File: src/rtl/sdram_gate_pkg.sv
package sdram_gate_pkg;

    typedef enum logic [3:0] {
        CMD_NOP  = 4'd0,
        CMD_ACT  = 4'd1,
        CMD_RD   = 4'd2,
        CMD_RDA  = 4'd3,
        CMD_WR   = 4'd4,
        CMD_WRA  = 4'd5,
        CMD_PRE  = 4'd6,
        CMD_PREA = 4'd7,
        CMD_REF  = 4'd8,
        CMD_MRS  = 4'd9
    } cmd_e;

    typedef enum logic [1:0] {
        BK_IDLE  = 2'd0,
        BK_OPEN  = 2'd1,
        BK_AUTO  = 2'd2,
        BK_PRECH = 2'd3
    } bank_state_e;

    localparam logic [2:0] BL_CODE_RESET = 3'd2;

endpackage

File: src/rtl/sdram_bank_fsm.sv
module sdram_bank_fsm
    import sdram_gate_pkg::*;
#(
    parameter int CW    = 6,
    parameter int T_RCD = 3,
    parameter int T_RAS = 6,
    parameter int T_RC  = 9,
    parameter int T_RP  = 3
) (
    input  logic          clk,
    input  logic          rst_n,
    input  logic          act_go,
    input  logic          ap_go,
    input  logic          pre_go,
    input  logic [CW-1:0] ap_delay,
    output bank_state_e   state,
    output logic          rcd_ok,
    output logic          rc_ok,
    output logic          ready,
    output logic [CW-1:0] ras_left
);

    localparam logic [CW-1:0] LD_RCD = CW'(T_RCD - 1);
    localparam logic [CW-1:0] LD_RAS = CW'(T_RAS - 1);
    localparam logic [CW-1:0] LD_RC  = CW'(T_RC - 1);
    localparam logic [CW-1:0] LD_RP  = CW'(T_RP - 1);

    bank_state_e   st_q, st_d;
    logic [CW-1:0] rcd_q, ras_q, rc_q, rp_q, ap_q;
    logic          ap_done, to_prech;

    function automatic logic [CW-1:0] step_down(input logic [CW-1:0] v);
        return (v == '0) ? v : v - CW'(1);
    endfunction

    assign ap_done  = (ap_q == '0);
    assign to_prech = (st_q == BK_OPEN && !ap_go && pre_go) ||
                      (st_q == BK_AUTO && ap_done);

    always_ff @(posedge clk) begin
        if (!rst_n) st_q <= BK_IDLE;
        else        st_q <= st_d;
    end

    always_comb begin
        st_d = st_q;
        unique case (st_q)
            BK_IDLE:  if (act_go) st_d = BK_OPEN;
            BK_OPEN:  if (ap_go) st_d = BK_AUTO;
                      else if (pre_go) st_d = BK_PRECH;
            BK_AUTO:  if (ap_done) st_d = BK_PRECH;
            BK_PRECH: if (act_go) st_d = BK_OPEN;
                      else if (rp_q == '0) st_d = BK_IDLE;
            default:  st_d = BK_IDLE;
        endcase
    end

    always_ff @(posedge clk) begin
        if (!rst_n) begin
            rcd_q <= '0;
            ras_q <= '0;
            rc_q  <= '0;
            rp_q  <= '0;
            ap_q  <= '0;
        end else begin
            rcd_q <= act_go   ? LD_RCD          : step_down(rcd_q);
            ras_q <= act_go   ? LD_RAS          : step_down(ras_q);
            rc_q  <= act_go   ? LD_RC           : step_down(rc_q);
            ap_q  <= ap_go    ? ap_delay - CW'(1) : step_down(ap_q);
            rp_q  <= to_prech ? LD_RP           : step_down(rp_q);
        end
    end

    always_comb begin
        state    = st_q;
        rcd_ok   = (rcd_q == '0);
        rc_ok    = (rc_q == '0);
        ras_left = ras_q;
        ready    = (st_q == BK_IDLE) || (st_q == BK_PRECH && rp_q == '0);
    end

endmodule

File: src/rtl/sdram_gate_globals.sv
module sdram_gate_globals
    import sdram_gate_pkg::*;
#(
    parameter int CW    = 6,
    parameter int T_RRD = 2,
    parameter int T_RC  = 9,
    parameter int T_RSC = 2
) (
    input  logic       clk,
    input  logic       rst_n,
    input  logic       act_go,
    input  logic       ref_go,
    input  logic       mrs_go,
    input  logic [2:0] mode_bl,
    output logic       rrd_ok,
    output logic       ref_ok,
    output logic       rsc_ok,
    output logic [2:0] bl_code
);

    localparam logic [CW-1:0] LD_RRD = CW'(T_RRD - 1);
    localparam logic [CW-1:0] LD_RC  = CW'(T_RC - 1);
    localparam logic [CW-1:0] LD_RSC = CW'(T_RSC - 1);

    logic [CW-1:0] rrd_q, ref_q, rsc_q;
    logic [2:0]    bl_q;

    function automatic logic [CW-1:0] step_down(input logic [CW-1:0] v);
        return (v == '0) ? v : v - CW'(1);
    endfunction

    always_ff @(posedge clk) begin
        if (!rst_n) begin
            rrd_q <= '0;
            ref_q <= '0;
            rsc_q <= '0;
            bl_q  <= BL_CODE_RESET;
        end else begin
            rrd_q <= act_go ? LD_RRD : step_down(rrd_q);
            ref_q <= ref_go ? LD_RC  : step_down(ref_q);
            rsc_q <= mrs_go ? LD_RSC : step_down(rsc_q);
            if (mrs_go) bl_q <= mode_bl;
        end
    end

    always_comb begin
        rrd_ok  = (rrd_q == '0);
        ref_ok  = (ref_q == '0);
        rsc_ok  = (rsc_q == '0);
        bl_code = bl_q;
    end

endmodule

File: src/rtl/sdram_bank_gate.sv
module sdram_bank_gate
    import sdram_gate_pkg::*;
#(
    parameter int NB    = 4,
    parameter int T_RCD = 3,
    parameter int T_RAS = 6,
    parameter int T_RC  = 9,
    parameter int T_RRD = 2,
    parameter int T_RP  = 3,
    parameter int T_WR  = 2,
    parameter int T_RSC = 2
) (
    input  logic                    clk,
    input  logic                    rst_n,
    input  logic [3:0]              cmd,
    input  logic [$clog2(NB)-1:0]   bank,
    input  logic [2:0]              mode_bl,
    output logic [NB-1:0]           may_act,
    output logic [NB-1:0]           may_rw,
    output logic [NB-1:0]           may_rda,
    output logic [NB-1:0]           may_wra,
    output logic [NB-1:0]           may_pre,
    output logic                    may_prea,
    output logic                    may_ref,
    output logic                    may_mrs,
    output logic                    violation
);

    localparam int BW = $clog2(NB);
    localparam int CW = $clog2(T_RC + T_RAS + T_RCD + T_RP + T_WR + T_RRD + T_RSC + 16);

    bank_state_e [NB-1:0]   bst;
    logic [NB-1:0]          rdy, rcd_ok, rc_ok;
    logic [NB-1:0][CW-1:0]  ras_left;
    logic [NB-1:0]          act_go, ap_go, pre_go;
    logic                   rrd_ok, ref_ok, rsc_ok;
    logic [2:0]             bl_code;
    logic                   full_page, cmd_ok, accept;
    logic [CW-1:0]          beats, rd_delay, wr_delay, ap_delay;

    assign full_page = bl_code[2];
    assign beats     = CW'(1) << bl_code[1:0];
    assign rd_delay  = beats;
    assign wr_delay  = beats - CW'(1) + CW'(T_WR);
    assign ap_delay  = (cmd == CMD_WRA) ? wr_delay : rd_delay;

    always_comb begin
        for (int i = 0; i < NB; i++) begin
            logic rw_ok;
            rw_ok      = rsc_ok && (bst[i] == BK_OPEN) && rcd_ok[i];
            may_act[i] = rsc_ok && rdy[i] && rc_ok[i] && rrd_ok && ref_ok;
            may_rw[i]  = rw_ok;
            may_rda[i] = rw_ok && !full_page && (ras_left[i] <= rd_delay);
            may_wra[i] = rw_ok && !full_page && (ras_left[i] <= wr_delay);
            may_pre[i] = rsc_ok && (bst[i] != BK_AUTO) &&
                         (bst[i] != BK_OPEN || ras_left[i] == '0);
        end
        may_prea = &may_pre;
        may_mrs  = rsc_ok && (&rdy);
        may_ref  = rsc_ok && (&rdy) && (&rc_ok) && ref_ok;
    end

    always_comb begin
        unique case (cmd)
            CMD_NOP:          cmd_ok = 1'b1;
            CMD_ACT:          cmd_ok = may_act[bank];
            CMD_RD, CMD_WR:   cmd_ok = may_rw[bank];
            CMD_RDA:          cmd_ok = may_rda[bank];
            CMD_WRA:          cmd_ok = may_wra[bank];
            CMD_PRE:          cmd_ok = may_pre[bank];
            CMD_PREA:         cmd_ok = may_prea;
            CMD_REF:          cmd_ok = may_ref;
            CMD_MRS:          cmd_ok = may_mrs;
            default:          cmd_ok = 1'b0;
        endcase
        violation = !cmd_ok;
        accept    = cmd_ok && (cmd != CMD_NOP);
    end

    always_comb begin
        for (int i = 0; i < NB; i++) begin
            logic hit;
            hit       = (bank == BW'(i));
            act_go[i] = accept && (cmd == CMD_ACT) && hit;
            ap_go[i]  = accept && (cmd == CMD_RDA || cmd == CMD_WRA) && hit;
            pre_go[i] = accept && ((cmd == CMD_PRE && hit) || cmd == CMD_PREA);
        end
    end

    for (genvar gi = 0; gi < NB; gi++) begin : g_bank
        sdram_bank_fsm #(
            .CW(CW), .T_RCD(T_RCD), .T_RAS(T_RAS), .T_RC(T_RC), .T_RP(T_RP)
        ) u_bank (
            .clk      (clk),
            .rst_n    (rst_n),
            .act_go   (act_go[gi]),
            .ap_go    (ap_go[gi]),
            .pre_go   (pre_go[gi]),
            .ap_delay (ap_delay),
            .state    (bst[gi]),
            .rcd_ok   (rcd_ok[gi]),
            .rc_ok    (rc_ok[gi]),
            .ready    (rdy[gi]),
            .ras_left (ras_left[gi])
        );
    end

    sdram_gate_globals #(
        .CW(CW), .T_RRD(T_RRD), .T_RC(T_RC), .T_RSC(T_RSC)
    ) u_glob (
        .clk     (clk),
        .rst_n   (rst_n),
        .act_go  (accept && cmd == CMD_ACT),
        .ref_go  (accept && cmd == CMD_REF),
        .mrs_go  (accept && cmd == CMD_MRS),
        .mode_bl (mode_bl),
        .rrd_ok  (rrd_ok),
        .ref_ok  (ref_ok),
        .rsc_ok  (rsc_ok),
        .bl_code (bl_code)
    );

endmodule

File: config.mk
export PLATFORM = sky130hd
export DESIGN_NAME = sdram_bank_gate
export DESIGN_NICKNAME = d
export VERILOG_FILES = /design/src/rtl/sdram_gate_pkg.sv /design/src/rtl/sdram_bank_fsm.sv /design/src/rtl/sdram_gate_globals.sv /design/src/rtl/sdram_bank_gate.sv
export SDC_FILE = /design/constraint.sdc
export NUM_CORES = 1
export LEC_CHECK = 0
export BUFFER_PORTS_ARGS = -buffer_cell sky130_fd_sc_hd__buf_2
export CAP_MARGIN = 20
export CORE_ASPECT_RATIO = 0.6
export CORE_MARGIN = 4
export CORE_UTILIZATION = 35
export CTS_BUF_LIST = sky130_fd_sc_hd__clkbuf_4 sky130_fd_sc_hd__clkbuf_8
export CTS_CLUSTER_DIAMETER = 120
export DETAILED_ROUTE_END_ITERATION = 10
export PLACE_DENSITY = 0.59
export SKIP_CTS_REPAIR_TIMING = 1
export SYNTH_ARGS = -nofsm -noshare
export SYNTH_HDL_FRONTEND = slang
export SYNTH_SLANG_ARGS = --single-unit
File: constraint.sdc
create_clock -name clk -period 8.6 [get_ports clk]
set_clock_uncertainty 0.1 [all_clocks]
set_input_delay 0.43 -clock clk [delete_from_list [all_inputs] [get_ports clk]]
set_output_delay 0.43 -clock clk [all_outputs]
set_load 0.01 [all_outputs]
# ---- After elaboration in Yosys (flattened, before gate mapping)
# Cells that the tools add are included.
dict set report word_totals {
  ff_bits 149
  wordCells 397
}
dict set report classes {
  n_bitwise 1
  reduce_logical 156
  n_lt_le_gt_ge 9
  addsub 26
  shifts 1
  muxes 86
  eq_ne 71
}
# cell n
set ops {}
lappend ops {{$sub 6x1->6 const B} 25}
lappend ops {{$logic_not 6->1} 23}
lappend ops {{$logic_and 1x1->1} 84}
lappend ops {{$mux 2} 40}
lappend ops {{$ne 2x1->1 const B} 35}
lappend ops {{$mux 6} 9}
lappend ops {{$le 6x6->1} 8}
lappend ops {{$mux 4} 10}
lappend ops {{$pmux 2 s4} 4}
lappend ops {{$reduce_and 4->1} 7}
lappend ops {{$mux 3} 8}
lappend ops {{$ne 3x1->1 const B} 8}
lappend ops {{$reduce_or 2->1} 12}
lappend ops {{$eq 2x2->1 const B} 10}
lappend ops {{$logic_or 1x1->1} 17}
lappend ops {{$eq 4x3->1 const B} 4}
lappend ops {{$bmux 1 s2} 5}
lappend ops {{$eq 2x1->1 const B} 5}
lappend ops {{$logic_not 2->1} 5}
lappend ops {{$mux 1} 9}
lappend ops {{$pmux 1 s9} 1}
lappend ops {{$eq 4x2->1 const B} 2}
lappend ops {{$eq 4x4->1 const B} 2}
lappend ops {{$ne 2x2->1 const B} 4}
lappend ops {{8 further kinds} 13}

# ---- Depth between registers and ports, before layout
dict set report logic_depth {
  depth_word 18
  depth_mapped 16
  depth_no_buf 12
}

# ---- By module
# Synthesis repeated with hierarchy kept, for this count alone.
dict set report hier_totals {
  hier_cells 1125
  hier_area_um2 9547.9
}
# module cells_per_inst area_each_um2 n_inst
set modules_own_cells {}
lappend modules_own_cells {sdram_bank_fsm 190 1696.6 4}
lappend modules_own_cells {sdram_bank_gate 250 1711.6 1}
lappend modules_own_cells {sdram_gate_globals 115 1049.8 1}

# ---- Worst setup path after synthesis
# No wires, ideal clock.
dict set report synth_timing {
  kind {register -> register}
  start {register u_glob.bl_q[1] (netlist: u_glob.bl_code[1])}
  end {register g_bank[1].u_bank.ap_q[4]}
  synth_period_minus_slack_ns 3.561
  required_time_ns 8.430
  t_arrival_ns 3.391
  path_stages_with_launch 16
  setup_slack_ns 5.039
  path_buffers 4
  cell_sequence {dfxtp_1 -> buf_2 -> buf_2 -> nand2b_1 -> ha_1 -> nand4bb_1 -> or3b_2 -> a2111oi_0 -> a31oi_1 -> o221ai_1 -> a2111o_2 -> buf_6 -> nand4_1 -> buf_4 -> or2_2 -> a21oi_1}
}
dict set report synth_via {
  elab_chain_cells 12
  elab_cells_between_ends 31
}
# element line
set synth_rtl {}
lappend synth_rtl {{from (decl)} sdram_gate_globals.sv:26} ;# logic [2:0] bl_q;
lappend synth_rtl {{from (signal assigned)} sdram_gate_globals.sv:42} ;# if (mrs_go) bl_q <= mode_bl;
lappend synth_rtl {{$shl 1x2->6 (*)} sdram_bank_gate.sv:42} ;# assign beats = CW'(1) << bl_code[1:0];
lappend synth_rtl {{$sub 6x1->6} sdram_bank_gate.sv:44} ;# assign wr_delay = beats - CW'(1) + CW'(T_WR);
lappend synth_rtl {{$add 6x2->6} sdram_bank_gate.sv:44}
lappend synth_rtl {{$le 6x6->1} sdram_bank_gate.sv:54} ;# may_wra[i] = rw_ok && !full_page && (ras_left[i] <= wr_delay);
lappend synth_rtl {{$logic_and 1x1->1} sdram_bank_gate.sv:54}
lappend synth_rtl {{$bmux 1 s2} sdram_bank_gate.sv:69} ;# CMD_WRA: cmd_ok = may_wra[bank];
lappend synth_rtl {{$mux 1 (not written as such)} sdram_bank_gate.sv:69}
lappend synth_rtl {{$pmux 1 s9} sdram_bank_gate.sv:64} ;# unique case (cmd)
lappend synth_rtl {{$logic_and 1x1->1} sdram_bank_gate.sv:77} ;# accept = cmd_ok && (cmd != CMD_NOP);
lappend synth_rtl {{$logic_and 1x1->1 (2 in series)} sdram_bank_gate.sv:85} ;# ap_go[i] = accept && (cmd == CMD_RDA || cmd == CMD_WRA) && hit;
lappend synth_rtl {{$ne 2x1->1 (no line) or $mux 6 (tied branches)} --}
lappend synth_rtl {{to (signal assigned)} sdram_bank_fsm.sv:69} ;# ap_q <= ap_go ? ap_delay - CW'(1) : step_down(ap_q);
lappend synth_rtl {{to (decl)} sdram_bank_fsm.sv:29} ;# logic [CW-1:0] rcd_q, ras_q, rc_q, rp_q, ap_q;
# Mark *: on every way between the ends. The rest lies on a longest branch, timed or not. The select of a mux whose other input is x is not followed.
# A chain may end at the register's enable or synchronous reset.

# ---- Worst setup path in the final report
dict set report layout_timing {
  start {register u_glob.bl_q[1] (netlist: u_glob.bl_code[1])}
  end {register g_bank[1].u_bank.st_q[0]}
}
dict set report layout_via {
  elab_chain_cells 13
  elab_cells_between_ends 37
}
# element line
set layout_rtl {}
lappend layout_rtl {{$shl 1x2->6 (*)} sdram_bank_gate.sv:42}
lappend layout_rtl {{$sub 6x1->6} sdram_bank_gate.sv:44}
lappend layout_rtl {{$add 6x2->6} sdram_bank_gate.sv:44}
lappend layout_rtl {{$le 6x6->1} sdram_bank_gate.sv:54}
lappend layout_rtl {{$logic_and 1x1->1} sdram_bank_gate.sv:54}
lappend layout_rtl {{$bmux 1 s2} sdram_bank_gate.sv:69}
lappend layout_rtl {{$mux 1 (not written as such)} sdram_bank_gate.sv:69}
lappend layout_rtl {{$pmux 1 s9 (*)} sdram_bank_gate.sv:64}
lappend layout_rtl {{$logic_and 1x1->1 (*)} sdram_bank_gate.sv:77}
lappend layout_rtl {{$logic_and 1x1->1, on equally long branches (2 in series)} {sdram_bank_gate.sv:84, sdram_bank_gate.sv:85}}
lappend layout_rtl {{$ne 3x1->1 (no line) (tied with other cells)} --}
lappend layout_rtl {{$reduce_and 4->1 (no line) or $pmux 2 s4 (tied branches)} --}
lappend layout_rtl {{to (signal assigned)} sdram_bank_fsm.sv:42} ;# else st_q <= st_d;
lappend layout_rtl {{to (decl)} sdram_bank_fsm.sv:28} ;# bank_state_e st_q, st_d;
# Marks and branches as above.

==> results by group <==
Run status
  – Status: completed

Clock tree
  – Max clock buf depth: 2
  – TritonCTS clock tree: built
  – Clk root buf: clkbuf_8
  – Clock sink count: 149
  – Clock Latency Late Sink: 0.49 ns
  – CTS H-Tree Depth: 4
  – Cts bufs inserted: 17
  – CTS clk-pin slew, worst paths: 0.09 ns

Global route
  – Layer with the highest usage: met1
  – Grt met2 use: 24.3%
  – Vias in the first global route: 7,269
  – Largest net degree at the start of global routing: 55
  – Initial antenna violation count: 0
  – GRT met3 Usage: 6.91%
  – Met1 usage: 25.2%
  – GRT Overall Usage: 17.5%
  – Global-route wire length before repair: 39,900 µm
  – GRT overflow: 0

STA
  – FMAX: 202 MHz
  – Setup_tns: 0 ns
  – RSZ-0062 raised after global routing: false
  – Worst-Margin Slew: 1.10 ns
  – Slew Viols, Final: 0
  – Period utilization: 57.6%
  – Hold Vio Cnt, Final: 0
  – Slew headroom: 26.0%
  – Min cycle time layout: 4.95 ns
  – Final Hold Slack: 0.0583 ns
  – Final Setup Violations: 0

Detailed routing
  – Routed WL per cell: 16.2 µm
  – Post-Route WL: 24,600 µm
  – DRT iter0 DRCs: 521
  – DRC errors left: 0
  – DRT Pass-1 Iters: 5
  – DRT antenna net count: 0
  – DR vias/cell: 5.08
  – DR vias: 7,714

Die
  – Die H: 133 µm
  – Num ports: 35
  – Die width: 217 µm
  – Starting density of the core: 35.9%
  – Core area: 25,500 µm²
  – Die ar.: 28,900 µm²
  – Placement Rows: 45

Yosys
  – Post-Synthesis Cells: 1,129
  – Syn Std Cell Area: 9150 µm²
  – Number of flops mapped to enable cells by yosys: 0
  – Flops & latches, synth: 149
  – Mapped Nets: 1,222
  – Syn avg cell area: 8.10 µm²
  – Synth cell types: 75
  – Register area share after synthesis: 32.6%
  – Most used DFF post-synth: dfxtp_1
  – Async SR Flop Fraction: 0%
  – Syn. warnings: 0

Setup path
  – Max stage delay cell, worst path: dfxtp_1
  – CP Launch Type: register
  – WP data required: 8.90 ns
  – CP arrival: 5.25 ns
  – CP endpoint kind: register
  – Crit Path Class: reg2reg
  – Critical-path cell list: nand2_1 -> ha_1 -> a2111oi_0 -> o31ai_1 -> a2111oi_0 -> a31oi_1 -> o221ai_1 -> a2111o_2 -> nand4_1 -> a31o_2 -> a221oi_1
  – Critical path peak fanout: 25
  – Most used cell along the critical path: a2111oi_0
  – CP peak stage delay: 0.92 ns

Layout
  – Multi-input logic area: 5710 µm²
  – Area growth syn-to-layout: 9.80%
  – Non-filler instance count after layout: 1,518
  – Layout cells sized above 1: 8.92%
  – Fill cells: 2,638
  – Final #Nets: 1,247
  – Register area: 2980 µm²
  – Antenna Cells: 0

Worst hold path
  – Hold Path Class: in2reg

Placed design
  – DPL Wire Length: 18,200 µm
  – Placed Instances: 1,487
  – GPL Wtd Cong: 0.901
  – PortBufs: 34

Pwr
  – Pwr Total: 4.08 mW
  – VDD IR-drop max: 182 µV
  – Leakage dissipation: 4.21 nW
  – Pwr per Cell Area: 406 nW/µm²

Job
  – Max_cap viols: 0
==> kinds of logic (layout without fill, tap and decap cells) <==
family | after synthesis | after routing | synth area share, %
buf+inv | 114 | 151 | 4.95
mux | 27 | 27 | 3.45
xor+xnor | 99 | 99 | 9.48
simple gates | 491 | 491 | 25.9
flops | 149 | 149 | 32.6
compound gates | 166 | 166 | 12.3
fa+ha+maj | 83 | 83 | 11.3
==> Yosys cell counts (4+ instances only) <==
| master | number | area share [%] |
|---|---|---|
| dfxtp_1 | 149 | 33 |
| buf_2 | 5 | 0.27 |
| and3_1 | 7 | 0.48 |
| a221o_1 | 4 | 0.44 |
| xnor2_1 | 70 | 6.7 |
| inv_1 | 81 | 3.3 |
| and2_1 | 6 | 0.41 |
| mux2i_1 | 18 | 2.0 |
| mux2_2 | 6 | 0.74 |
| a221oi_1 | 5 | 0.48 |
| nand4_1 | 11 | 0.75 |
| a211oi_1 | 15 | 1.2 |
| nor3b_1 | 10 | 0.82 |
| clkbuf_1 | 22 | 0.90 |
| nand2_1 | 99 | 4.1 |
| nor2_1 | 184 | 7.5 |
| nand3_1 | 31 | 1.7 |
| a21oi_1 | 59 | 3.2 |
| o31ai_1 | 4 | 0.33 |
| or2_2 | 13 | 0.89 |
| nand4b_1 | 6 | 0.57 |
| nor3_1 | 45 | 2.5 |
| nand3b_1 | 11 | 0.90 |
| or3_1 | 13 | 0.89 |
| a21o_1 | 4 | 0.33 |
| o21a_1 | 4 | 0.33 |
| nor4_1 | 9 | 0.62 |
| or2_1 | 4 | 0.27 |
| o21ai_0 | 15 | 0.82 |
| ha_1 | 82 | 11 |
| nand2b_1 | 12 | 0.82 |
| a2111oi_0 | 8 | 0.77 |
| nor2b_1 | 10 | 0.68 |
| a31oi_1 | 10 | 0.68 |
| xor2_1 | 29 | 2.8 |
==> layout make-up <==
type                            count  area share (%)
Timing Repair Buffer               38            1.99
Tap cell                          352            4.38
Inverter                           82            3.06
Multi-Input combinational cell    866            56.9
Clock inverter                     10            1.31
Clock buffer                       21            2.69
Sequential cell                   149            29.7
==> metal layers <==
layer	wire length [µm]	vias up	share of wire, %
met5	0	-	0
met4	293	0	1.2
met3	2220	21	9.0
met2	9510	202	39
met1	12600	3548	51
li1	-	3943	-
==> power by group <==
part / total, mW / switching [mW] / internal, mW
logic: 2.23 / 1.25 / 0.980
registers: 1.27 / 0.279 / 0.992
clock network: 0.575 / 0.275 / 0.300
==> critical path: cells and delay by family (launching register included) <==
family / cells / cell delay [ns]
AO/OA/AOI/OAI: 8 / 2.48
flip-flops: 1 / 0.92
AND/OR/NAND/NOR: 2 / 0.93
adder cells (fa/ha/maj): 1 / 0.45
==> registers in the layout, summed over array words and instances, names as in the netlist <==
signal,flops
g_bank.u_bank.ap_q,24
g_bank.u_bank.ras_left,24
g_bank.u_bank.rc_q,24
g_bank.u_bank.rcd_q,24
g_bank.u_bank.rp_q,24
g_bank.u_bank.state,8
u_glob.bl_code,3
u_glob.ref_q,6
u_glob.rrd_q,6
u_glob.rsc_q,6
==> path summary, 6_finish.rpt <==
check,from,end,slack (ns),cells after the start
min,mode_bl[1],u_glob.bl_code[1]$_SDFFE_PN1P_,0.06,3
max,u_glob.bl_code[1]$_SDFFE_PN1P_,g_bank[1].u_bank.state[0]$_SDFFE_PN0P_,3.65,11
min reg2reg,g_bank[2].u_bank.rc_q[5]$_SDFFE_PP0P_,g_bank[2].u_bank.rc_q[5]$_SDFFE_PP0P_,0.38,2
max reg2reg,u_glob.bl_code[1]$_SDFFE_PN1P_,g_bank[1].u_bank.state[0]$_SDFFE_PN0P_,3.65,11
==> stage by stage <==
step / worst slack [ns] / instance area, µm² / util, %
finish: 3.65 / 10000 / 39.4
global route: 3.21 / 10000 / 39.4
CTS: 3.71 / 10000 / 39.4
detailed placement: 3.79 / 9650 / 37.8
global placement: 3.91 / 9650 / 37.8
floorplan: 5.04 / 9150 / -
==> cells in the final DEF, fill, tap and decap left out, types with 15 or more instances in the layout <==
cell type / synthesis / routed
nor2_1: 184 / 184
dfxtp_1: 149 / 149
a21oi_1: 59 / 59
xnor2_1: 70 / 70
a211oi_1: 15 / 15
nor3_1: 45 / 45
ha_1: 82 / 82
nand2_1: 99 / 99
xor2_1: 29 / 29
mux2i_1: 18 / 18
inv_1: 81 / 81
nand3_1: 31 / 31
clkbuf_8: 0 / 18
o21ai_0: 15 / 15
buf_2: 5 / 34
(Power assumes the default switching activity.)
